## config.mk

```make
export PLATFORM = sky130hd
export DESIGN_NAME = rx_pkt_queue
export DESIGN_NICKNAME = d
export VERILOG_FILES = /design/src/rtl/rxq_pkg.sv /design/src/rtl/rxq_fifo.sv /design/src/rtl/rxq_ingest.sv /design/src/rtl/rx_pkt_queue.sv
export SDC_FILE = /design/constraint.sdc
export NUM_CORES = 1
export LEC_CHECK = 0
export ABC_AREA = 1
export BUFFER_PORTS_ARGS = -buffer_cell sky130_fd_sc_hd__clkbuf_2
export CELL_PAD_IN_SITES_DETAIL_PLACEMENT = 0
export CELL_PAD_IN_SITES_GLOBAL_PLACEMENT = 2
export CORE_MARGIN = 2
export CORE_UTILIZATION = 39
export CTS_BUF_LIST = sky130_fd_sc_hd__clkbuf_8
export DETAILED_ROUTE_END_ITERATION = 7
export GPL_TIMING_DRIVEN = 1
export HOLD_SLACK_MARGIN = 0.08
export MAX_ROUTING_LAYER = met4
export PLACE_DENSITY_LB_ADDON = 0.3
export SKIP_CTS_REPAIR_TIMING = 1
export SYNTH_ARGS = -nofsm -noshare
export SYNTH_HDL_FRONTEND = slang
export SYNTH_SLANG_ARGS = --single-unit
```

## constraint.sdc

```tcl
create_clock -name clk -period 3.51 [get_ports clk]
set_clock_uncertainty 0.15 [all_clocks]
set_input_delay 0.702 -clock clk [delete_from_list [all_inputs] [get_ports clk]]
set_output_delay 0.702 -clock clk [all_outputs]
set_load 0.02 [all_outputs]
```

## src/rtl/rxq_pkg.sv

```systemverilog
package rxq_pkg;
  localparam int LEN_W  = 16;
  localparam int DEST_W = 4;

  typedef struct packed {
    logic [LEN_W-1:0]  bytes;
    logic [LEN_W-1:0]  words;
    logic [DEST_W-1:0] dest;
  } rxq_desc_t;

  localparam int DESC_W = $bits(rxq_desc_t);
endpackage

```

## src/rtl/rxq_fifo.sv

```systemverilog
module rxq_fifo #(
  parameter int W     = 32,
  parameter int DEPTH = 16,
  localparam int AW   = $clog2(DEPTH)
) (
  input  logic         clk,
  input  logic         rst_n,
  input  logic         flush,
  input  logic         push,
  input  logic [W-1:0] din,
  input  logic         pop,
  output logic [W-1:0] dout,
  output logic         full,
  output logic         empty,
  output logic [AW:0]  count
);
  logic [W-1:0]  mem [DEPTH];
  logic [AW-1:0] wptr, rptr;

  assign full  = (count == (AW+1)'(DEPTH));
  assign empty = (count == '0);
  assign dout  = mem[rptr];

  always_ff @(posedge clk) begin
    if (push && !full) mem[wptr] <= din;
  end

  always_ff @(posedge clk) begin
    if (!rst_n || flush) begin
      wptr  <= '0;
      rptr  <= '0;
      count <= '0;
    end else begin
      if (push && !full) wptr <= wptr + 1'b1;
      if (pop && !empty) rptr <= rptr + 1'b1;
      count <= count + (AW+1)'(push && !full) - (AW+1)'(pop && !empty);
    end
  end


  no_overflow_chk: assert property (@(posedge clk) disable iff (!rst_n)
    push |-> !full);

  no_underflow_chk: assert property (@(posedge clk) disable iff (!rst_n)
    pop |-> !empty);
endmodule

```

## src/rtl/rxq_ingest.sv

```systemverilog
module rxq_ingest
  import rxq_pkg::*;
#(
  parameter int KEEP_W = 4
) (
  input  logic              clk,
  input  logic              rst_n,
  input  logic              flush,
  input  logic              beat,
  input  logic [KEEP_W-1:0] keep,
  input  logic              last,
  input  logic [DEST_W-1:0] dest,
  output logic              desc_push,
  output rxq_desc_t         desc
);
  logic [LEN_W-1:0] acc_bytes, acc_words;
  logic [LEN_W-1:0] keep_cnt;

  always_comb begin
    keep_cnt = '0;
    for (int i = 0; i < KEEP_W; i++) keep_cnt = keep_cnt + LEN_W'(keep[i]);
  end

  assign desc_push  = beat && last && !flush;
  assign desc.bytes = acc_bytes + keep_cnt;
  assign desc.words = acc_words + 1'b1;
  assign desc.dest  = dest;

  always_ff @(posedge clk) begin
    if (!rst_n || flush || (beat && last)) begin
      acc_bytes <= '0;
      acc_words <= '0;
    end else if (beat) begin
      acc_bytes <= desc.bytes;
      acc_words <= desc.words;
    end
  end
endmodule

```

## src/rtl/rx_pkt_queue.sv

```systemverilog
module rx_pkt_queue
  import rxq_pkg::*;
#(
  parameter int          DATA_W     = 32,
  parameter int          DATA_DEPTH = 16,
  parameter int          DESC_DEPTH = 4,
  parameter logic [31:0] RESET_KEY  = 32'h0000_00A5,
  localparam int KEEP_W = DATA_W / 8,
  localparam int DAW    = $clog2(DATA_DEPTH),
  localparam int QAW    = $clog2(DESC_DEPTH),
  localparam int OCC_W  = DAW + 1
) (
  input  logic              clk,
  input  logic              rst_n,
  input  logic              s_valid,
  output logic              s_ready,
  input  logic [DATA_W-1:0] s_data,
  input  logic [KEEP_W-1:0] s_keep,
  input  logic              s_last,
  input  logic [DEST_W-1:0] s_dest,
  output logic [OCC_W-1:0]  occupancy,
  input  logic              len_rd,
  output logic [LEN_W-1:0]  frame_len,
  output logic [DEST_W-1:0] frame_dest,
  input  logic              data_rd,
  output logic [DATA_W-1:0] rd_data,
  input  logic              rst_wr,
  input  logic [31:0]       rst_key,
  input  logic [2:0]        sts_clr,
  output logic              sts_rx_done,
  output logic              sts_rst_done,
  output logic              sts_underrun
);
  logic              flush, beat;
  logic              d_full, d_empty, q_full, q_empty;
  logic [DAW:0]      d_cnt;
  logic [QAW:0]      q_cnt;
  logic [DATA_W-1:0] d_out;
  logic              desc_push, desc_pop, data_pop, under;
  rxq_desc_t         desc_in, desc_head;
  logic [LEN_W-1:0]  remain;

  assign flush    = rst_wr && (rst_key == RESET_KEY);
  assign s_ready  = !d_full && !q_full;
  assign beat     = s_valid && s_ready && !flush;
  assign desc_pop = len_rd && (remain == '0) && !q_empty && !flush;
  assign data_pop = data_rd && (remain != '0) && !flush;
  assign under    = data_rd && (remain == '0) && !flush;

  rxq_fifo #(.W(DATA_W), .DEPTH(DATA_DEPTH)) u_data (
    .clk, .rst_n, .flush, .push(beat), .din(s_data), .pop(data_pop),
    .dout(d_out), .full(d_full), .empty(d_empty), .count(d_cnt));

  rxq_fifo #(.W(DESC_W), .DEPTH(DESC_DEPTH)) u_desc (
    .clk, .rst_n, .flush, .push(desc_push), .din(desc_in), .pop(desc_pop),
    .dout(desc_head), .full(q_full), .empty(q_empty), .count(q_cnt));

  rxq_ingest #(.KEEP_W(KEEP_W)) u_ing (
    .clk, .rst_n, .flush, .beat, .keep(s_keep), .last(s_last),
    .dest(s_dest), .desc_push, .desc(desc_in));

  always_ff @(posedge clk) begin
    if (!rst_n || flush) begin
      remain     <= '0;
      frame_len  <= '0;
      frame_dest <= '0;
      rd_data    <= '0;
      occupancy  <= '0;
    end else begin
      if (desc_pop) begin
        remain     <= desc_head.words;
        frame_len  <= desc_head.bytes;
        frame_dest <= desc_head.dest;
      end else if (len_rd && remain == '0) begin
        frame_len  <= '0;
      end else if (data_pop) begin
        remain     <= remain - 1'b1;
      end
      if (data_pop)   rd_data <= d_out;
      else if (under) rd_data <= '0;
      occupancy <= occupancy + (desc_push ? OCC_W'(desc_in.words) : '0)
                             - OCC_W'(data_pop);
    end
  end

  always_ff @(posedge clk) begin
    if (!rst_n) begin
      sts_rx_done  <= 1'b0;
      sts_rst_done <= 1'b0;
      sts_underrun <= 1'b0;
    end else begin
      sts_rx_done  <= desc_push || (sts_rx_done  && !sts_clr[0]);
      sts_rst_done <= flush     || (sts_rst_done && !sts_clr[1]);
      sts_underrun <= under     || (sts_underrun && !sts_clr[2]);
    end
  end


  occ_bound_chk: assert property (@(posedge clk) disable iff (!rst_n)
    occupancy <= OCC_W'(d_cnt));


  dest_hold_chk: assert property (@(posedge clk) disable iff (!rst_n)
    !$past(desc_pop) && !$past(flush) |-> $stable(frame_dest));


  underrun_chk: assert property (@(posedge clk) disable iff (!rst_n)
    under |=> sts_underrun && rd_data == '0);


  flush_chk: assert property (@(posedge clk) disable iff (!rst_n)
    flush |=> occupancy == '0 && frame_len == '0 && sts_rst_done && q_cnt == '0);


  done_set_chk: assert property (@(posedge clk) disable iff (!rst_n)
    desc_push |=> sts_rx_done);
endmodule

```

==> run_results.csv, run 1 <==
group,metric,value,unit
status,status,"finished, final reports clean",
finish,stdcell_count,4346,
floorplan,num_io_pins,143,
synth,yosysWarnings,0,
global_route,grt_pass1_wl,132600,um
detailed_routing,vias,22330,
clock_tree,cts_sinks,790,
power,vdd_drop_max,0.3973,mV
timing,finalCritPeriodShare,0.9297,
clock_tree,cts_tree,"built",
floorplan,row_count,105,
worst_hold_path,hp-class,"in -> reg",
finish,final_util,0.4582,
clock_tree,clk_pin_slew,0.06,ns
critical_path,r2r_start,"u_data.count[2]",
detailed_routing,drc,0,
timing,fin_crit,3.263,ns
global_route,grt_max_degree,161,
place,hpwlAfterDp,48000,um
job,drv_cap,0,
detailed_routing,via_per_inst,5.138,
finish,regArea,22390,um^2
clock_tree,worst_skew_pair.late_latency,0.80,ns
worst_hold_path,min_path_cells,3,
power,leakagePower,0.01388,uW
finish,mostFrequentLayoutCell,"nand2_1",
timing,setup_tns,0,ns
power,p_per_area,615.4,nW/um^2
place,portBuffers,142,
synth,ys_ff_latch,790,
synth,syn_area,32560,um^2
critical_path,worst_r2r_path_depth,21,
critical_path,cp_max_fo,7,
timing,layout_setup_ws,0.2469,ns
detailed_routing,routedWlPerCell,20.22,um
critical_path,r2r_setup_slack,0.25,ns
floorplan,dieArea,85810,um^2
place,place.gp.congestion,0.8108,
finish,nNetsFinal,3275,
global_route,overflow,0,
clock_tree,cts_buffer_depth,3,
clock_tree,root_buffer,"clkbuf_8",
critical_path,cp.arrival,3.80,ns
timing,finalHoldViolCount,0,
worst_hold_path,min_to,"sts_rst_done",
timing,slew_headroom,0.4343,
place,pre_cts_slack,-0.01609,ns
timing,slew_violations,0,
worst_hold_path,hold_start,"rst_n",
finish,areaGrowthSynthToFinish,15.93,%
global_route,grt_pass1_vias,22050,
synth,ys_seq_area_frac,0.6874,
clock_tree,numCtsBuffers,139,
global_route,antenna_found_initial,4,
synth,syn_inst,2946,
synth,synth_cell_types,47,
clock_tree,cts_max_level,4,
critical_path,cp-start-kind,"flop",
timing,rsz0062_at_grt,"true",
floorplan,initial_core_util,0.3953,
detailed_routing,drt.antenna.violating_nets,0,
timing,worst-slew-pin-transition,0.8486,ns
finish,fillCellCount,7567,
critical_path,end_kind,"flop",
critical_path,r2r-end,"occupancy[4]",
place,placedCellCount,4076,
global_route,grt_use_total,0.2109,
finish,mostFrequentLayoutCells,"761 x nand2_1, 656 x edfxtp_1, 431 x nand3_1",
synth,syn_nets,3066,
detailed_routing,routed_wl,87890,um
finish,drive_gt1_frac,0.1544,
critical_path,worstSetupPathType,"reg -> reg",
detailed_routing,drt_iter0_markers,1551,
timing,setup_viol,0,
detailed_routing,firstDrtPassIters,8,
floorplan,core_area,82370,um^2
finish,multi_input_area,9150,um^2
timing,max_freq,0.3065,GHz
critical_path,cp.required,4.04,ns
floorplan,die_y,292.9,um
synth,syn_area_per_cell,11.05,um^2
floorplan,die_x,292.9,um
## registers in the layout, indices dropped and copies added (netlist names), named ones only
register         cells
frame_dest           4
frame_len           16
occupancy            5
rd_data             32
remain              16
sts_rst_done         1
sts_rx_done          1
sts_underrun         1
u_data.count         5
u_data.mem         512
u_data.rptr          4
u_data.wptr          4
u_desc.count         3
u_desc.mem         144
u_desc.rptr          2
u_desc.wptr          2
u_ing.acc_bytes     16
u_ing.acc_words     16
## synthesized netlist by cell type, drive strengths merged
| master | instances | area share |
|---|---|---|
| or2 | 2 | 0.00038 |
| xnor2 | 12 | 0.0032 |
| a32o | 2 | 0.00061 |
| nor3b | 3 | 0.00085 |
| and2 | 1 | 0.00019 |
| nor4 | 1 | 0.00019 |
| nor3 | 11 | 0.0020 |
| ha | 33 | 0.013 |
| nand2 | 789 | 0.093 |
| fa | 5 | 0.0031 |
| buf | 101 | 0.016 |
| nand4 | 10 | 0.0019 |
| clkinv | 2 | 0.00038 |
| o21bai | 1 | 0.00023 |
| inv | 119 | 0.014 |
| xor2 | 27 | 0.0073 |
| nor2 | 208 | 0.026 |
| clkbuf | 59 | 0.0068 |
| edfxtp | 656 | 0.61 |
| a21boi | 1 | 0.00035 |
| o211ai | 1 | 0.00038 |
| dfxtp | 134 | 0.082 |
| nand3b | 5 | 0.0012 |
| o22ai | 33 | 0.0065 |
| a21oi | 170 | 0.028 |
| o31ai | 1 | 0.00023 |
| o21ai | 124 | 0.019 |
| nand3 | 435 | 0.068 |
## kinds of logic after synthesis
| kind of cell | share of synthesized area |
|---|---|
| simple gates | 0.1940 |
| flops | 0.6874 |
| compound gates | 0.05549 |
| buf+inv | 0.03685 |
| xor+xnor | 0.01049 |
| fa+ha+maj | 0.01576 |
## layout make-up
cell class | count | area share
sequential | 790 | 0.5932
multi-input combinational | 1875 | 0.2424
clock buffer | 153 | 0.05579
timing repair buffer | 228 | 0.04641
tap | 1070 | 0.03547
clock inverter | 104 | 0.01392
inverter | 121 | 0.01243
antenna | 5 | 0.0003315
## through the flow
stage / total power (uW) / instance area [um^2] / hold WS (ns)
4_1_cts: 23520 / 37640 / -0.07315
3_5_place_dp: 15500 / 35010 / 0.3053
3_3_place_gp: 15420 / 35010 / 0.3013
6_report: 23230 / 37750 / 0.1539
5_1_grt: 24470 / 37740 / 0.1286
2_1_floorplan: 14030 / 32560 / 0.2892
## critical path, cell delays in order (launching register included)
cell and delay, ns:
dfxtp_1 0.33, inv_1 0.06, ha_1 0.20, nand2_1 0.06
nor2_1 0.05, nand2_1 0.10, nand2_1 0.09, nor2_2 0.12
nand2_2 0.10, nor2_4 0.16, nand2_1 0.08, ha_1 0.27
inv_1 0.04, ha_1 0.21, fa_1 0.46, nand2_1 0.09
nand2_1 0.05, a21oi_1 0.16, xor2_1 0.16, inv_1 0.06
nor2_1 0.10, nor2_1 0.05
## worst max-delay path by stage
stage / endpoint / depth (start not counted) / from
6_report: occupancy[4] / 21 / u_data.count[2]
5_1_grt: occupancy[4] / 22 / u_data.count[3]
4_1_cts: occupancy[4] / 21 / u_data.count[2]
3_5_place_dp: occupancy[4] / 21 / rst_key[28]
3_3_place_gp: occupancy[4] / 21 / rst_key[28]
2_1_floorplan: u_data.mem[11][0] / 11 / rst_key[28]
## per-layer routing
metal / track usage / vias up / share of wire
met1: 0.2589 / 10940 / 0.43
met2: 0.3548 / 564 / 0.50
met4: 0.06329 / 0 / 0.020
li1: - / 10690 / -
met5: - / - / 0
met3: 0.03933 / 135 / 0.053
## report_power, final
group          switching (uW)  total [uW]  internal, uW
Sequential                292       11000         10700
Clock                    3780        7960          4180
Combinational            2920        4310          1390
Total                    7000       23200         16200
Note: power is estimated with default switching activity, not from simulation.
==> run 2, diff against run 1 <==
--- a/config.mk
+++ b/config.mk
@@ -7,10 +7,8 @@
 export LEC_CHECK = 0
 export ABC_AREA = 1
 export BUFFER_PORTS_ARGS = -buffer_cell sky130_fd_sc_hd__clkbuf_2
-export CELL_PAD_IN_SITES_DETAIL_PLACEMENT = 0
-export CELL_PAD_IN_SITES_GLOBAL_PLACEMENT = 2
 export CORE_MARGIN = 2
-export CORE_UTILIZATION = 39
+export CORE_UTILIZATION = 58
 export CTS_BUF_LIST = sky130_fd_sc_hd__clkbuf_8
 export DETAILED_ROUTE_END_ITERATION = 7
 export GPL_TIMING_DRIVEN = 1
@@ -18,6 +16,7 @@
 export MAX_ROUTING_LAYER = met4
 export PLACE_DENSITY_LB_ADDON = 0.3
 export SKIP_CTS_REPAIR_TIMING = 1
+export SLEW_MARGIN = 20
 export SYNTH_ARGS = -nofsm -noshare
 export SYNTH_HDL_FRONTEND = slang
 export SYNTH_SLANG_ARGS = --single-unit
==> run_results.csv, run 2 (synthesized netlist as in run 1, its figures left out) <==
group,metric,value,unit
critical_path,cp.required,3.96,ns
critical_path,end_kind,"flop",
critical_path,cp.arrival,3.69,ns
global_route,grt_pass1_wl,121400,um
floorplan,die_y,240.9,um
timing,setup_viol,0,
floorplan,initial_core_util,0.5887,
floorplan,die_x,240.9,um
timing,slew_violations,0,
job,drv_cap,0,
clock_tree,cts_sinks,790,
timing,setup_tns,0,ns
finish,fillCellCount,4118,
timing,whs,0.09126,ns
timing,rsz0062_at_grt,"false",
finish,drive_gt1_frac,0.1467,
global_route,antenna_found_initial,3,
status,status,"finished, final reports clean",
power,vdd_drop_max,0.3805,mV
finish,final_util,0.6654,
global_route,overflow,0,
timing,finalHoldViolCount,0,
detailed_routing,drt.antenna.violating_nets,0,
finish,mostFrequentLayoutCells,"761 x nand2_1, 656 x edfxtp_1, 431 x nand3_1",
critical_path,r2r_setup_slack,0.28,ns
critical_path,cp-start-kind,"flop",
global_route,grt_max_degree,137,
clock_tree,root_buffer,"clkbuf_8",
finish,areaGrowthSynthToFinish,13.04,%
detailed_routing,routed_wl,78720,um
power,leakagePower,0.01366,uW
timing,worst-slew-pin-transition,1.162,ns
floorplan,core_area,55310,um^2
detailed_routing,drc,0,
clock_tree,numCtsBuffers,121,
place,place.gp.congestion,0.8442,
clock_tree,cts_buffer_depth,3,
detailed_routing,vias,22860,
clock_tree,worst_skew_pair.late_latency,0.75,ns
detailed_routing,drt_iter0_markers,2446,
power,finalPower,22490,uW
global_route,grt_use_total,0.2808,
worst_hold_path,hp-class,"in -> reg",
floorplan,dieArea,58050,um^2
critical_path,cp_max_fo,3,
critical_path,worstSetupPathType,"reg -> reg",
global_route,grt_pass1_vias,22520,
finish,largest_reg_flops,512,
timing,finalCritPeriodShare,0.9214,
finish,top_regs,"u_data.mem x512, u_desc.mem x144, rd_data x32",
finish,nNetsFinal,3244,
clock_tree,cts_tree,"built",
timing,max_freq,0.3092,GHz
detailed_routing,via_per_inst,5.740,
finish,mostFrequentLayoutCell,"nand2_1",
clock_tree,clk_pin_slew,0.06,ns
timing,fin_crit,3.234,ns
place,hpwlAfterDp,43490,um
finish,largest_register,"u_data.mem",
detailed_routing,routedWlPerCell,19.76,um
power,p_per_area,611.0,nW/um^2
floorplan,row_count,86,
place,portBuffers,142,
clock_tree,cts_max_level,3,
floorplan,num_io_pins,143,
timing,slew_headroom,0.2237,
detailed_routing,firstDrtPassIters,6,
==> run 2: cell count changes in the layout (fill, tap and decap cells not counted), sizes merged <==
cell         delta
clkinv         -12
dlygate4sd3     -4
inv             +3
clkbuf         -14
diode           -2
clkinvlp        -3
buf             -9
==> run 2: per-layer routing <==
metal,routed length (um),global-route usage
met2,38460,0.4436
met1,31480,0.3645
met5,0,-
met3,6671,0.04758
met4,2116,0.1145
==> run 2: worst max-delay path, stage by stage, from the launching register on <==
cell and delay, ns:
dfxtp_1 0.34, inv_1 0.07, ha_1 0.20, nand2_1 0.07, nor2_1 0.05, nand2_1 0.06
nand2_1 0.08, nor2_1 0.17, nand2_2 0.10, nor2_2 0.10, nand2_1 0.06, ha_1 0.28
inv_1 0.05, ha_1 0.22, fa_1 0.45, nand2_1 0.09, nand2_1 0.05, a21oi_1 0.16
xor2_1 0.15, inv_1 0.07, nor2_1 0.11, nor2_1 0.05
==> run 2: path summary, 6_finish.rpt <==
kind,start,to,cells after the start
max,u_data.count[2],occupancy[4],21
min,sts_clr[2],sts_underrun,4
max reg2reg,u_data.count[2],occupancy[4],21
min reg2reg,u_ing.acc_bytes[0],u_ing.acc_bytes[0],2
==> run 2: final cells by class <==
class | count | area (um^2) | share of cell area
timing repair buffer | 215 | 1494 | 0.04059
clock inverter | 92 | 457.9 | 0.01244
sequential | 790 | 22390 | 0.6085
clock buffer | 139 | 1913 | 0.05198
tap | 748 | 935.9 | 0.02543
multi-input combinational | 1875 | 9135 | 0.2482
antenna | 3 | 7.507 | 0.0002040
inverter | 121 | 466.7 | 0.01268
==> run 2: metrics by stage <==
step                      cells  worst slack [ns]  area [um^2]
after floorplan            2946           0.05598        32560
after global placement     3744           0.03529        34360
after detailed placement   3744          -0.04331        34360
after CTS                  3975            0.2825        36740
after global routing       3983           0.03086        36800
final                      3983            0.2758        36800
==> run 2: report_power, final <==
group / internal, uW / switching, uW / leakage (uW)
combinational: 1350 / 2920 / 0.00517
clock: 3770 / 3540 / 0.00142
sequential: 10700 / 240 / 0.00707
